`src/rtl/ctr_bank_pkg.sv`:
```
package ctr_bank_pkg;
  localparam int NUM_CH        = 3;
  localparam int ADDR_W        = 8;
  localparam int DATA_W        = 32;
  localparam int CTRL_EN_BIT   = 7;
  localparam int CTRL_PER_BIT  = 6;
  localparam int CTRL_FAST_BIT = 3;
  localparam int FREE_EN_BIT   = 8;

  localparam logic [ADDR_W-1:0] OFF_LOAD = 8'h00;
  localparam logic [ADDR_W-1:0] OFF_VAL  = 8'h04;
  localparam logic [ADDR_W-1:0] OFF_CTRL = 8'h08;
  localparam logic [ADDR_W-1:0] OFF_CLR  = 8'h0C;
  localparam logic [ADDR_W-1:0] FREE_LO_ADDR = 8'h60;
  localparam logic [ADDR_W-1:0] FREE_HI_ADDR = 8'h64;

  typedef struct packed {
    logic en;
    logic periodic;
    logic fast;
  } chan_ctrl_t;

  function automatic logic [ADDR_W-1:0] chan_base(input int k);
    case (k)
      0:       return 8'h00;
      1:       return 8'h20;
      default: return 8'h80;
    endcase
  endfunction

  function automatic chan_ctrl_t ctrl_from_word(input logic [DATA_W-1:0] w);
    chan_ctrl_t c;
    c.en       = w[CTRL_EN_BIT];
    c.periodic = w[CTRL_PER_BIT];
    c.fast     = w[CTRL_FAST_BIT];
    return c;
  endfunction

  function automatic logic [DATA_W-1:0] ctrl_to_word(input chan_ctrl_t c);
    logic [DATA_W-1:0] w;
    w = '0;
    w[CTRL_EN_BIT]   = c.en;
    w[CTRL_PER_BIT]  = c.periodic;
    w[CTRL_FAST_BIT] = c.fast;
    return w;
  endfunction
endpackage

```
`src/rtl/ctr_chan.sv`:
```
module ctr_chan
  import ctr_bank_pkg::*;
#(
  parameter int W = 16
) (
  input  logic              clk_i,
  input  logic              rst_ni,
  input  logic              tick_slow_i,
  input  logic              tick_fast_i,
  input  logic              wr_load_i,
  input  logic              wr_ctrl_i,
  input  logic              wr_clr_i,
  input  logic [DATA_W-1:0] wdata_i,
  output logic [DATA_W-1:0] load_o,
  output logic [DATA_W-1:0] val_o,
  output chan_ctrl_t        ctrl_o,
  output logic              irq_o,
  output logic              uf_o
);
  logic [W-1:0] load_q, val_q, val_d;
  chan_ctrl_t   ctrl_q, ctrl_wr;
  logic         irq_q, tick_sel, step, uf;
  logic         unused_wdata;

  assign unused_wdata = ^wdata_i;
  assign ctrl_wr  = ctrl_from_word(wdata_i);
  assign tick_sel = ctrl_q.fast ? tick_fast_i : tick_slow_i;
  assign step     = ctrl_q.en & tick_sel;
  assign uf       = step & (val_q == '0);

  // priority: load write, then enable-rise reload, then count
  always_comb begin
    val_d = val_q;
    if (wr_load_i)                             val_d = wdata_i[W-1:0];
    else if (wr_ctrl_i && ctrl_wr.en && !ctrl_q.en) val_d = load_q;
    else if (step) begin
      if (val_q == '0) val_d = ctrl_q.periodic ? load_q : '1;
      else             val_d = val_q - 1'b1;
    end
  end

  always_ff @(posedge clk_i or negedge rst_ni) begin
    if (!rst_ni) begin
      load_q <= '0;
      val_q  <= '0;
      ctrl_q <= '0;
      irq_q  <= 1'b0;
    end else begin
      if (wr_load_i) load_q <= wdata_i[W-1:0];
      if (wr_ctrl_i) ctrl_q <= ctrl_wr;
      val_q <= val_d;
      if (uf)            irq_q <= 1'b1;
      else if (wr_clr_i) irq_q <= 1'b0;
    end
  end

  assign load_o = DATA_W'(load_q);
  assign val_o  = DATA_W'(val_q);
  assign ctrl_o = ctrl_q;
  assign irq_o  = irq_q;
  assign uf_o   = uf;
endmodule

```
`src/rtl/ctr_free.sv`:
```
module ctr_free #(
  parameter int W = 40
) (
  input  logic         clk_i,
  input  logic         rst_ni,
  input  logic         tick_i,
  input  logic         wr_en_i,
  input  logic         en_bit_i,
  output logic [W-1:0] cnt_o,
  output logic         en_o
);
  logic [W-1:0] cnt_q;
  logic         en_q;

  always_ff @(posedge clk_i or negedge rst_ni) begin
    if (!rst_ni) begin
      cnt_q <= '0;
      en_q  <= 1'b0;
    end else begin
      if (en_q && tick_i) cnt_q <= cnt_q + 1'b1;
      if (wr_en_i)        en_q  <= en_bit_i;
    end
  end

  assign cnt_o = cnt_q;
  assign en_o  = en_q;
endmodule

```
`src/rtl/ctr_rd_mux.sv`:
```
module ctr_rd_mux
  import ctr_bank_pkg::*;
#(
  parameter int FREE_W = 40
) (
  input  logic [ADDR_W-1:0]              addr_i,
  input  logic [NUM_CH-1:0][DATA_W-1:0]  load_i,
  input  logic [NUM_CH-1:0][DATA_W-1:0]  val_i,
  input  chan_ctrl_t [NUM_CH-1:0]        ctrl_i,
  input  logic [FREE_W-1:0]              free_cnt_i,
  input  logic                           free_en_i,
  output logic [DATA_W-1:0]              rdata_o
);
  localparam int HI_W = FREE_W - DATA_W;

  always_comb begin
    rdata_o = '0;
    for (int k = 0; k < NUM_CH; k++) begin
      if (addr_i == chan_base(k) + OFF_LOAD) rdata_o = load_i[k];
      if (addr_i == chan_base(k) + OFF_VAL)  rdata_o = val_i[k];
      if (addr_i == chan_base(k) + OFF_CTRL) rdata_o = ctrl_to_word(ctrl_i[k]);
    end
    if (addr_i == FREE_LO_ADDR) rdata_o = free_cnt_i[DATA_W-1:0];
    if (addr_i == FREE_HI_ADDR) begin
      rdata_o[HI_W-1:0]   = free_cnt_i[FREE_W-1:DATA_W];
      rdata_o[FREE_EN_BIT] = free_en_i;
    end
  end
endmodule

```
`src/rtl/ctr_bank.sv`:
```
module ctr_bank
  import ctr_bank_pkg::*;
#(
  parameter int NARROW_W = 16,
  parameter int WIDE_W   = 32,
  parameter int FREE_W   = 40
) (
  input  logic              clk_i,
  input  logic              rst_ni,
  input  logic [ADDR_W-1:0] addr_i,
  input  logic [DATA_W-1:0] wdata_i,
  input  logic              we_i,
  input  logic              tick_slow_i,
  input  logic              tick_fast_i,
  output logic [DATA_W-1:0] rdata_o,
  output logic [NUM_CH-1:0] irq_o
);
  logic [NUM_CH-1:0][DATA_W-1:0] ch_load, ch_val;
  chan_ctrl_t [NUM_CH-1:0]       ch_ctrl;
  logic [NUM_CH-1:0]             ch_uf, ch_en;
  logic [FREE_W-1:0]             free_cnt;
  logic                          free_en;

  for (genvar g = 0; g < NUM_CH; g++) begin : g_ch
    localparam int CW = (g == NUM_CH - 1) ? WIDE_W : NARROW_W;
    localparam logic [ADDR_W-1:0] BASE = chan_base(g);
    logic wr_load, wr_ctrl, wr_clr;

    assign wr_load = we_i && (addr_i == BASE + OFF_LOAD);
    assign wr_ctrl = we_i && (addr_i == BASE + OFF_CTRL);
    assign wr_clr  = we_i && (addr_i == BASE + OFF_CLR);

    ctr_chan #(.W(CW)) u_chan (
      .clk_i       (clk_i),
      .rst_ni      (rst_ni),
      .tick_slow_i (tick_slow_i),
      .tick_fast_i (tick_fast_i),
      .wr_load_i   (wr_load),
      .wr_ctrl_i   (wr_ctrl),
      .wr_clr_i    (wr_clr),
      .wdata_i     (wdata_i),
      .load_o      (ch_load[g]),
      .val_o       (ch_val[g]),
      .ctrl_o      (ch_ctrl[g]),
      .irq_o       (irq_o[g]),
      .uf_o        (ch_uf[g])
    );
    assign ch_en[g] = ch_ctrl[g].en;
  end

  ctr_free #(.W(FREE_W)) u_free (
    .clk_i    (clk_i),
    .rst_ni   (rst_ni),
    .tick_i   (tick_fast_i),
    .wr_en_i  (we_i && (addr_i == FREE_HI_ADDR)),
    .en_bit_i (wdata_i[FREE_EN_BIT]),
    .cnt_o    (free_cnt),
    .en_o     (free_en)
  );

  ctr_rd_mux #(.FREE_W(FREE_W)) u_rd (
    .addr_i     (addr_i),
    .load_i     (ch_load),
    .val_i      (ch_val),
    .ctrl_i     (ch_ctrl),
    .free_cnt_i (free_cnt),
    .free_en_i  (free_en),
    .rdata_o    (rdata_o)
  );
endmodule

```
`config.mk`:
```
export PLATFORM = sky130hd
export DESIGN_NAME = ctr_bank
export DESIGN_NICKNAME = d
export VERILOG_FILES = /design/src/rtl/ctr_bank_pkg.sv /design/src/rtl/ctr_chan.sv /design/src/rtl/ctr_free.sv /design/src/rtl/ctr_rd_mux.sv /design/src/rtl/ctr_bank.sv
export SDC_FILE = /design/constraint.sdc
export NUM_CORES = 1
export LEC_CHECK = 0
export ABC_AREA = 1
export BUFFER_PORTS_ARGS = -buffer_cell sky130_fd_sc_hd__buf_2
export CAP_MARGIN = 5
export CORE_MARGIN = 1
export CORE_UTILIZATION = 40
export CTS_CLUSTER_DIAMETER = 120
export DETAILED_ROUTE_END_ITERATION = 6
export PLACE_DENSITY = 0.58
export SYNTH_ARGS = -nofsm -noshare
export SYNTH_HDL_FRONTEND = slang
export SYNTH_HIERARCHICAL = 1
export SYNTH_SLANG_ARGS = --single-unit
export TNS_END_PERCENT = 50
```
`constraint.sdc`:
```
create_clock -name clk_i -period 3.9 [get_ports clk_i]
set_input_delay 0.78 -clock clk_i [delete_from_list [all_inputs] [get_ports clk_i]]
set_output_delay 0.78 -clock clk_i [all_outputs]
set_load 0.05 [all_outputs]
```
==> results.json <==
{
  "nNetsFinal": 2171,
  "die_w_microns": 192,
  "peakVddDrop_v": 0.000335,
  "holdWs_ps": 371,
  "synth.cell_area_sq_um": 14500,
  "pin_count": 80,
  "post_cts_buffers": 0,
  "syn_to_final_growth_pct": 7.50,
  "antenna_left": 0,
  "cts_tree": "built",
  "worst_pin_slew_ps": 1180,
  "post_cts_resized": 0,
  "cts-root-buf": "clkbuf_16",
  "dpl.cell_count": 2561,
  "yosys_warnings": 6,
  "crit_chain": "buf_2 > nor2_1 > nand2_1 > nor2_2 > buf_4 > nand2_1 > nand2_1 > a21oi_1 > nand3_1 > a21oi_1 > nand3_1 > buf_2",
  "clkSinkCount": 181,
  "drc": 0,
  "critPathBufInv": 3,
  "report.final.hold_viol_count": 0,
  "drv_slew": 0,
  "grt_max_degree": 82,
  "hold_path_class": "primary input to async pin",
  "synthCells": 2072,
  "max_freq_mhz": 279,
  "min_period_over_period": 0.918,
  "tns_ps": 0,
  "numCtsBuffers": 17,
  "path_clk_slew_ps": 80,
  "period_needed_ps": 3580,
  "port_buffers": 79,
  "antenna_found_initial": 1,
  "start_kind": "primary input",
  "cts_hold_buf": 0,
  "power.leakage_nw": 7.40,
  "worst-setup-path-type": "primary input to output pin",
  "drtIter0Drc": 1142,
  "dpl.hpwl_mm": 37.8,
  "outcome": "completed",
  "required_ps": 3120,
  "fp.coreArea_sq_um": 35600,
  "layout.cells.non_filler": 2593,
  "placed_cell_area_sq_um": 14900,
  "fin_skew_ps": 13.5,
  "totalWireLength_mm": 49.6,
  "crit_fanout": 30,
  "avgViaCountPerCell": 5.28,
  "diodes": 0,
  "chipHeight_microns": 192,
  "rows": 69,
  "grtUsageTotal": 0.276,
  "post_synth.cell_area_avg_sq_um": 6.98,
  "firstDrtPassIters": 6,
  "start_util": 0.407,
  "critPathMaxStageDelay_ps": 380,
  "fin_area_sq_um": 15500,
  "setup_viol": 0,
  "critPathSlowestCell": "a21oi_1",
  "slew_headroom": 0.210,
  "htreeDepth": 4,
  "end_kind": "output pin",
  "grt_first_pass_wirelength_mm": 76.3,
  "rrSetupSlack_ps": 1470,
  "critPathArrivalTime_ps": 2800,
  "final_common_cell": "nand2_1",
  "grt_overflow_total": 0,
  "powerDensity_nw_per_um2": 417,
  "cp_top_family": "simple AND/OR/NAND/NOR gates",
  "gp_congestion": 0.968,
  "clockBufferDepth": 2,
  "grt_pass1_vias": 12800,
  "fill_cells": 3740,
  "worst_path_most_repeated_cell": "nand2_1",
  "clock_latency_ps": 460,
  "vias": 13700,
  "rsz0062_at_grt": "false",
  "drive_gt1_frac": 0.194,
  "layout_common_cells": "547 x nand2_1, 219 x nor2_1, 188 x inv_1",
  "die_area_sq_um": 36900,
  "total_power_w": 0.00649,
  "max_cap_violations": 0,
  "wire_per_inst_microns": 19.1
}
## worst paths after layout
kind                                         start                        to  cells after the start
setup reg to reg           g_ch[2].u_chan/val_o[0]  g_ch[2].u_chan/val_o[19]                     10
hold reg to reg                   u_free/cnt_o[38]          u_free/cnt_o[38]                      1
setup / recovery                         addr_i[7]                rdata_o[2]                     12
max in group asynchronous                   rst_ni  g_ch[2].u_chan/val_o[29]                      2
min in group clk_i                u_free/cnt_o[38]          u_free/cnt_o[38]                      1
hold / removal                              rst_ni   g_ch[0].u_chan/val_q[4]                      1
## flip-flops by register name, indices dropped and copies added (netlist names)
register            cells
g_ch.u_chan/val_q      32
u_free/cnt_o           40
g_ch.u_chan/val_o      32
g_ch.u_chan/ctrl_o      9
g_ch.u_chan/load_q     32
g_ch.u_chan/irq_o       3
u_free/en_o             1
g_ch.u_chan/load_o     32
## metrics by stage
| stage | util | worst slack (ps) |
|---|---|---|
| after global routing | 0.437 | 272 |
| final | 0.437 | 321 |
| after CTS | 0.437 | 415 |
| after detailed placement | 0.420 | 425 |
| after global placement | 0.420 | 405 |
| after floorplan | - | 1040 |
## worst register-to-register path: cells and delay by family (launching register included)
kind,cells,cell delay (ps)
buf+inv,1,140
fa+ha+maj,1,260
flops,1,550
compound gates,1,70
simple gates,7,1290
## per-layer routing
| metal | vias up | global-route usage | routed length (microns) |
|---|---|---|---|
| li1 | 6655 | - | - |
| met1 | 6537 | 0.397 | 23400 |
| met2 | 441 | 0.426 | 22000 |
| met3 | 66 | 0.0360 | 2900 |
| met4 | 0 | 0.0881 | 1340 |
| met5 | - | 0 | 0 |
## final cells by class
cell class / count / area (sq um) / share of cell area
Clock inverter: 15 / 184 / 0.0118
Inverter: 209 / 792 / 0.0509
Multi-Input combinational cell: 1609 / 8450 / 0.543
Timing Repair Buffer: 101 / 594 / 0.0382
Clock buffer: 17 / 425 / 0.0274
Sequential cell: 181 / 4530 / 0.291
Tap cell: 461 / 577 / 0.0371
## where the power goes
part,leakage [nW],total (W),switching (W),internal [W]
logic,5.21,0.00165,0.00100,0.000649
clock network,0.298,0.00185,0.000873,0.000974
registers,1.89,0.00299,0.000773,0.00221
(Power assumes the default switching activity.)
